**config.mk**
```make
export PLATFORM = sky130hd
export DESIGN_NAME = i2c_byte_master
export DESIGN_NICKNAME = d
export VERILOG_FILES = /design/src/rtl/i2c_bm_pkg.sv /design/src/rtl/i2c_bm_sync.sv /design/src/rtl/i2c_bm_qtick.sv /design/src/rtl/i2c_byte_master.sv
export SDC_FILE = /design/constraint.sdc
export NUM_CORES = 1
export LEC_CHECK = 0
export ABC_AREA = 1
export BUFFER_PORTS_ARGS = -buffer_cell sky130_fd_sc_hd__clkbuf_2
export CORE_MARGIN = 4
export CORE_UTILIZATION = 45
export DETAILED_ROUTE_END_ITERATION = 16
export GPL_ROUTABILITY_DRIVEN = 0
export GPL_TIMING_DRIVEN = 0
export HOLD_SLACK_MARGIN = 0.03
export PLACE_DENSITY = 0.71
export SLEW_MARGIN = 30
export SYNTH_ARGS = -nofsm -noshare
export SYNTH_HDL_FRONTEND = slang
export SYNTH_SLANG_ARGS = --single-unit
```
**constraint.sdc**
```tcl
create_clock -name clk -period 5.1 [get_ports clk]
set_input_delay 0.765 -clock clk [delete_from_list [all_inputs] [get_ports clk]]
set_output_delay 0.765 -clock clk [all_outputs]
set_load 0.02 [all_outputs]
```
**src/rtl/i2c_bm_pkg.sv**
```systemverilog
package i2c_bm_pkg;

  localparam int CMD_W = 5;

  typedef enum logic [2:0] {
    OP_START,
    OP_WRITE,
    OP_READ_ACK,
    OP_READ_NACK,
    OP_STOP
  } bm_op_e;

  // Command bit position decides the operation (bit 0 start ... bit 4 stop).
  function automatic bm_op_e op_from_cmd(input logic [CMD_W-1:0] c);
    bm_op_e r;
    if (c[0])      r = OP_START;
    else if (c[1]) r = OP_WRITE;
    else if (c[2]) r = OP_READ_ACK;
    else if (c[3]) r = OP_READ_NACK;
    else           r = OP_STOP;
    return r;
  endfunction

endpackage

```
**src/rtl/i2c_bm_sync.sv**
```systemverilog
module i2c_bm_sync #(
  parameter int WIDTH  = 2,
  parameter int STAGES = 2
) (
  input  logic             clk,
  input  logic             rst,
  input  logic [WIDTH-1:0] d,
  output logic [WIDTH-1:0] q
);

  logic [WIDTH-1:0] stage [STAGES];

  // Lines idle high, so every stage resets to ones.
  always_ff @(posedge clk) begin
    if (rst) begin
      for (int i = 0; i < STAGES; i++) stage[i] <= '1;
    end else begin
      stage[0] <= d;
      for (int i = 1; i < STAGES; i++) stage[i] <= stage[i-1];
    end
  end

  assign q = stage[STAGES-1];

endmodule

```
**src/rtl/i2c_bm_qtick.sv**
```systemverilog
module i2c_bm_qtick #(
  parameter int W = 16
) (
  input  logic         clk,
  input  logic         rst,
  input  logic         run,
  input  logic         hold,
  input  logic [W-1:0] limit,
  output logic         tick
);

  logic [W-1:0] cnt;

  assign tick = run && !hold && (cnt == limit);

  // Count freezes during hold so a stretched quarter restarts cleanly.
  always_ff @(posedge clk) begin
    if (rst || !run)  cnt <= '0;
    else if (tick)    cnt <= '0;
    else if (!hold)   cnt <= cnt + W'(1);
  end

endmodule

```
**src/rtl/i2c_byte_master.sv**
```systemverilog
module i2c_byte_master
  import i2c_bm_pkg::*;
#(
  parameter int DIV_W       = 16,
  parameter int DATA_W      = 8,
  parameter int SYNC_STAGES = 2
) (
  input  logic              clk,
  input  logic              rst,
  input  logic [DIV_W-1:0]  quarter_div,
  input  logic [4:0]        cmd,
  input  logic [DATA_W-1:0] tx_data,
  input  logic              scl_in,
  input  logic              sda_in,
  output logic              scl_drive_low,
  output logic              sda_drive_low,
  output logic              busy,
  output logic              done,
  output logic [DATA_W-1:0] rx_data,
  output logic              ack_received,
  output logic              arb_lost
);

  localparam int BIT_W = $clog2(DATA_W + 1);
  localparam logic [BIT_W-1:0] ACK_SLOT = BIT_W'(DATA_W);

  logic [1:0] lines_s;
  logic       scl_s, sda_s;

  i2c_bm_sync #(.WIDTH(2), .STAGES(SYNC_STAGES)) u_sync (
    .clk (clk),
    .rst (rst),
    .d   ({scl_in, sda_in}),
    .q   (lines_s)
  );
  assign scl_s = lines_s[1];
  assign sda_s = lines_s[0];

  bm_op_e            op;
  logic [1:0]        qtr;
  logic [BIT_W-1:0]  bitn;
  logic [DATA_W-1:0] shreg;
  logic              tick, hold;
  logic              accept, is_byte_op, last_bit, lose_now;
  logic              scl_n, sda_n, data_low;

  // Quarter 1 is the stretch wait: no counting until SCL is seen high.
  assign hold = busy && (qtr == 2'd1) && !scl_s;

  i2c_bm_qtick #(.W(DIV_W)) u_qtick (
    .clk   (clk),
    .rst   (rst),
    .run   (busy),
    .hold  (hold),
    .limit (quarter_div),
    .tick  (tick)
  );

  assign accept     = !busy && ($countones(cmd) == 1);
  assign is_byte_op = (op == OP_WRITE) || (op == OP_READ_ACK) || (op == OP_READ_NACK);
  assign last_bit   = is_byte_op ? (bitn == ACK_SLOT) : (bitn == '0);
  assign lose_now   = tick && (qtr == 2'd2) && (op == OP_WRITE) &&
                      (bitn != ACK_SLOT) && shreg[DATA_W-1] && !sda_s;

  always_comb begin
    if (bitn == ACK_SLOT)      data_low = (op == OP_READ_ACK);
    else if (op == OP_WRITE)   data_low = !shreg[DATA_W-1];
    else                       data_low = 1'b0;
  end

  // Line pattern per quarter: SCL low in quarters 0 and 3 for bits.
  always_comb begin
    case (op)
      OP_START: begin
        scl_n = (qtr == 2'd0) || (qtr == 2'd3);
        sda_n = (qtr == 2'd2) || (qtr == 2'd3);
      end
      OP_STOP: begin
        scl_n = (qtr == 2'd0);
        sda_n = (qtr == 2'd0) || (qtr == 2'd1);
      end
      default: begin
        scl_n = (qtr == 2'd0) || (qtr == 2'd3);
        sda_n = data_low;
      end
    endcase
  end

  always_ff @(posedge clk) begin
    if (rst) begin
      op            <= OP_START;
      qtr           <= '0;
      bitn          <= '0;
      shreg         <= '0;
      busy          <= 1'b0;
      done          <= 1'b0;
      rx_data       <= '0;
      ack_received  <= 1'b0;
      arb_lost      <= 1'b0;
      scl_drive_low <= 1'b0;
      sda_drive_low <= 1'b0;
    end else begin
      done <= 1'b0;
      if (!busy) begin
        if (accept) begin
          busy     <= 1'b1;
          arb_lost <= 1'b0;
          op       <= op_from_cmd(cmd);
          qtr      <= '0;
          bitn     <= '0;
          shreg    <= tx_data;
        end
      end else begin
        scl_drive_low <= scl_n;
        sda_drive_low <= sda_n;
        if (tick) begin
          qtr <= qtr + 2'd1;
          if (qtr == 2'd2 && is_byte_op) begin
            if (bitn == ACK_SLOT) begin
              if (op == OP_WRITE) ack_received <= !sda_s;
            end else if (op != OP_WRITE) begin
              shreg <= {shreg[DATA_W-2:0], sda_s};
            end
          end
          if (qtr == 2'd3) begin
            if (last_bit) begin
              busy <= 1'b0;
              done <= 1'b1;
              if (op == OP_READ_ACK || op == OP_READ_NACK) rx_data <= shreg;
            end else begin
              bitn <= bitn + BIT_W'(1);
              if (op == OP_WRITE) shreg <= {shreg[DATA_W-2:0], 1'b0};
            end
          end
        end
        if (lose_now) begin
          busy          <= 1'b0;
          done          <= 1'b1;
          arb_lost      <= 1'b1;
          scl_drive_low <= 1'b0;
          sda_drive_low <= 1'b0;
        end
      end
    end
  end

endmodule

```
==> summary.log <==
INFO  run_status     outcome=complete, no violations
INFO  power_and_ir_drop switching_power=0.291mW
INFO  drt            drtPass1Iterations=5
INFO  yosys          synthesis.area=3150µm²
INFO  floorplan      starting_density_of_the_core=0.464
INFO  layout         fin_area=3620µm²
INFO  yosys          postSynthNetCount=528
INFO  drt            drtAntennaViolNets=0
INFO  timing         final.setup_skew=0.00808ns
INFO  drt            drt_wl_total=7130µm
INFO  flow_run       max_cap_violations=0
INFO  grt            grt_antenna_before_repair=0
INFO  worst_setup_path setup.worst_path.start_class=primary input
INFO  timing         rsz_0062_raised_after_global_routing=false
INFO  clocking       clockRootBuffer=sky130_fd_sc_hd__clkbuf_8
INFO  clocking       cts-root-to-sink-buffers=2
INFO  worst_setup_path worstPathRequired=5.31ns
INFO  clocking       insertion_delay=0.31ns
INFO  yosys          synth_enable_flop_cells=0
INFO  power_and_ir_drop cell_internal_pwr=0.660mW
INFO  timing         worst_hold_slack=0.415ns
INFO  timing         hold_violations=0
INFO  power_and_ir_drop power.leakage=1.77nW
INFO  yosys          synth.most_common_cell=sky130_fd_sc_hd__nand2_1
INFO  layout         final_net_count=581
INFO  yosys          yosys_warnings=0
INFO  timing         fin_crit=2.95ns
INFO  timing         timing.setup.tns=0ns
INFO  power_and_ir_drop power-per-cell-area=263nW/µm²
INFO  worst_setup_path cp_top_family=adder cells
INFO  power_and_ir_drop power_frac_comb=0.220
INFO  layout         drive_above_1_share=0.184
INFO  grt            grt_start_max_net_pins=16
INFO  yosys          postSynthCellCount=485
INFO  clocking       cts_hold_buffers=0
INFO  power_and_ir_drop p_clk_frac=0.313
INFO  clocking       cts_max_level=2
INFO  worst_setup_path timing.critical_path.fanout_max=10
INFO  worst_setup_path worst-setup-path-type=primary input to flip-flop
INFO  floorplan      die_area=8410µm²
INFO  drt            routedWlPerCell=11.2µm
INFO  worst_setup_path worst_path_cell_chain=clkbuf_2 > fa_1 > inv_1 > fa_1 > inv_1 > ha_1 > nor4_4 > inv_2 > nand2_4 > buf_6 > nand2_1 > a21oi_1 > nor2_1
INFO  yosys          synthFlopType=sky130_fd_sc_hd__dfxtp_1
INFO  clocking       clk_transition_reported_paths=0.10ns
INFO  yosys          synth_largest_type_area_fraction=0.324
INFO  floorplan      ioPinCount=47
INFO  placement      place.detailed.hpwl=5590µm
INFO  drt            detailroute.via_count=3061
INFO  timing         final-setup-viol-count=0
INFO  floorplan      fp-row-count=30
INFO  grt            track_usage=0.175
INFO  placement      io_buffer_count=46
INFO  worst_setup_path worst-r2r-cell-count=11
INFO  placement      numPlacedInstances=627
INFO  timing         max_freq=0.339GHz
INFO  layout         fillCellCount=684
INFO  layout         areaGrowthSynthToFinish=14.8%
INFO  min_path       hold-path-cell-count=1
INFO  floorplan      die-height=91.7µm
INFO  drt            via_count_normalized_by_instance_count=4.82
INFO  power_and_ir_drop share_seq_of_total_power=0.467
INFO  drt            initialDrtViolationCount=167
INFO  yosys          netlist_top_cells_area=sky130_fd_sc_hd__dfxtp_1, sky130_fd_sc_hd__nand2_1, sky130_fd_sc_hd__nor2_1
INFO  floorplan      die_width=91.7µm
INFO  grt            wire_length_of_the_first_global_routing_pass=12300µm
INFO  worst_setup_path critical_path_cell_count=13
INFO  worst_setup_path worstPathArrival=3.16ns
INFO  worst_setup_path critical_path.endpoint_type=flip-flop
INFO  worst_setup_path cp_num_buf_inv=5
INFO  yosys          share_of_synthesized_area_occupied_by_flip_flops_and_latches=0.324
INFO  worst_setup_path slowest_stage=sky130_fd_sc_hd__fa_1
INFO  clocking       tritoncts.num_buffers=5
INFO  yosys          postSynth.asyncResetShare=0
INFO  placement      postPlaceCellArea=3500µm²
INFO  layout         antenna-diode-count=0
INFO  timing         maxSlewHeadroom=0.690
INFO  floorplan      core_region_area=6790µm²
INFO  yosys          top_post_synthesis_cells_by_count=sky130_fd_sc_hd__nand2_1, sky130_fd_sc_hd__nor2_1, sky130_fd_sc_hd__inv_1, sky130_fd_sc_hd__dfxtp_1
INFO  layout         stdcell_count=635
INFO  yosys          synth-seq-cells=51
INFO  clocking       numClockSinks=51
INFO  grt            first_global_vias=2826
INFO  yosys          per_instance_average_area_after_synthesis=6.50µm²
INFO  timing         period_share=0.579
INFO  power_and_ir_drop vdd.ir_drop.worst=0.0967mV
INFO  timing         tightest_slew=0.465ns
INFO  clocking       cts_setup_buffers=0
INFO  yosys          ys_types=39
INFO  power_and_ir_drop switching_share=0.306
INFO  timing         maxSlewViolCount=0
INFO  worst_setup_path cpPeakStageDelay=0.53ns
INFO  drt            drcViolationCount=0
INFO  clocking       tritoncts=done
INFO  yosys          synth_top_area_cell=sky130_fd_sc_hd__dfxtp_1
INFO  min_path       timing.hold.worst.class=flip-flop to flip-flop
INFO  grt            grt_overflow_total=0
INFO  clocking       cts_resized=0
## logic make-up after synthesis
logic type | Yosys count | share of synthesized area
flops | 51 | 0.324
simple gates | 268 | 0.387
compound gates | 53 | 0.0901
xor+xnor | 11 | 0.0306
fa+ha+maj | 10 | 0.0445
buf+inv | 92 | 0.123
## metal layers
layer | GRT usage | wire length [µm]
met1 | 0.235 | 3350
met4 | 0.0495 | 82
met5 | 0 | 0
met2 | 0.282 | 3230
met3 | 0.0386 | 464
## registers in the layout, summed over array words and instances (netlist names)
register and count:
sda_drive_low 1, bitn 4, rx_data 8, arb_lost 1, ack_received 1, shreg 8
u_qtick.cnt 16, u_sync.stage 4, done 1, scl_drive_low 1, busy 1, op 3
qtr 2
## worst register-to-register path: stages (launching register included)
cell and delay [ns]:
sky130_fd_sc_hd__dfxtp_1 0.39, sky130_fd_sc_hd__inv_1 0.08, sky130_fd_sc_hd__ha_1 0.23, sky130_fd_sc_hd__nand2_4 0.10, sky130_fd_sc_hd__nor2_8 0.06, sky130_fd_sc_hd__nor2_2 0.12
sky130_fd_sc_hd__nand2_2 0.07, sky130_fd_sc_hd__nor2_4 0.14, sky130_fd_sc_hd__nand3_4 0.10, sky130_fd_sc_hd__nand2_1 0.27, sky130_fd_sc_hd__buf_4 0.25, sky130_fd_sc_hd__nor2_1 0.06
## final timing paths
| check | start | slack, ns | end |
|---|---|---|---|
| setup / recovery | cmd[0] | 2.15 | shreg[6] |
| hold / removal | u_sync.stage[0][1] | 0.41 | u_sync.stage[0][3] |
| setup reg to reg | qtr[1] | 3.13 | u_qtick.cnt[9] |
| hold reg to reg | u_sync.stage[0][1] | 0.41 | u_sync.stage[0][3] |
## cell type report
class / count / area [µm²] / share of cell area
buffer: 10 / 76.3 / 0.0211
clock buffer: 6 / 82.6 / 0.0228
clock inverter: 2 / 35.0 / 0.00968
inverter: 82 / 313 / 0.0864
multi-input combinational: 342 / 1740 / 0.481
sequential: 51 / 1020 / 0.282
tap: 96 / 120 / 0.0332
timing repair buffer: 46 / 230 / 0.0636
## power by group through the flow
stage / clock (mW) / combinational [mW] / sequential (mW)
2_1_floorplan: 0 / 0.149 / 0.451
3_3_place_gp: 0 / 0.204 / 0.452
3_5_place_dp: 0 / 0.208 / 0.453
4_1_cts: 0.301 / 0.209 / 0.444
5_1_grt: 0.318 / 0.236 / 0.448
6_report: 0.297 / 0.209 / 0.444
## cells in the final DEF (no fill, tap or decap), types with 3 or more instances in the layout
master,Yosys,routed
sky130_fd_sc_hd__nand3_1,29,29
sky130_fd_sc_hd__a21oi_1,29,29
sky130_fd_sc_hd__clkbuf_1,3,3
sky130_fd_sc_hd__nor3_1,9,9
sky130_fd_sc_hd__nand4_1,4,4
sky130_fd_sc_hd__or2_2,6,6
sky130_fd_sc_hd__nand2_1,123,123
sky130_fd_sc_hd__o21ai_1,6,6
sky130_fd_sc_hd__ha_1,8,8
sky130_fd_sc_hd__buf_6,4,4
sky130_fd_sc_hd__nor2_1,73,73
sky130_fd_sc_hd__inv_2,10,10
sky130_fd_sc_hd__nand2_2,5,5
sky130_fd_sc_hd__inv_1,69,69
sky130_fd_sc_hd__o21ai_0,13,13
sky130_fd_sc_hd__xor2_1,9,9
sky130_fd_sc_hd__dfxtp_1,51,51
sky130_fd_sc_hd__clkbuf_2,0,46
sky130_fd_sc_hd__nor2_2,4,4
sky130_fd_sc_hd__clkbuf_8,0,6
## per-stage QoR
stage,worst slack [ns],power [mW],util
after floorplan,2.15,0.600,-
after global placement,1.84,0.656,0.515
after detailed placement,1.79,0.661,0.515
after CTS,2.14,0.954,0.533
after global routing,1.99,1.00,0.533
final,2.15,0.950,0.533
No activity file was read; power rests on OpenSTA's default activity.
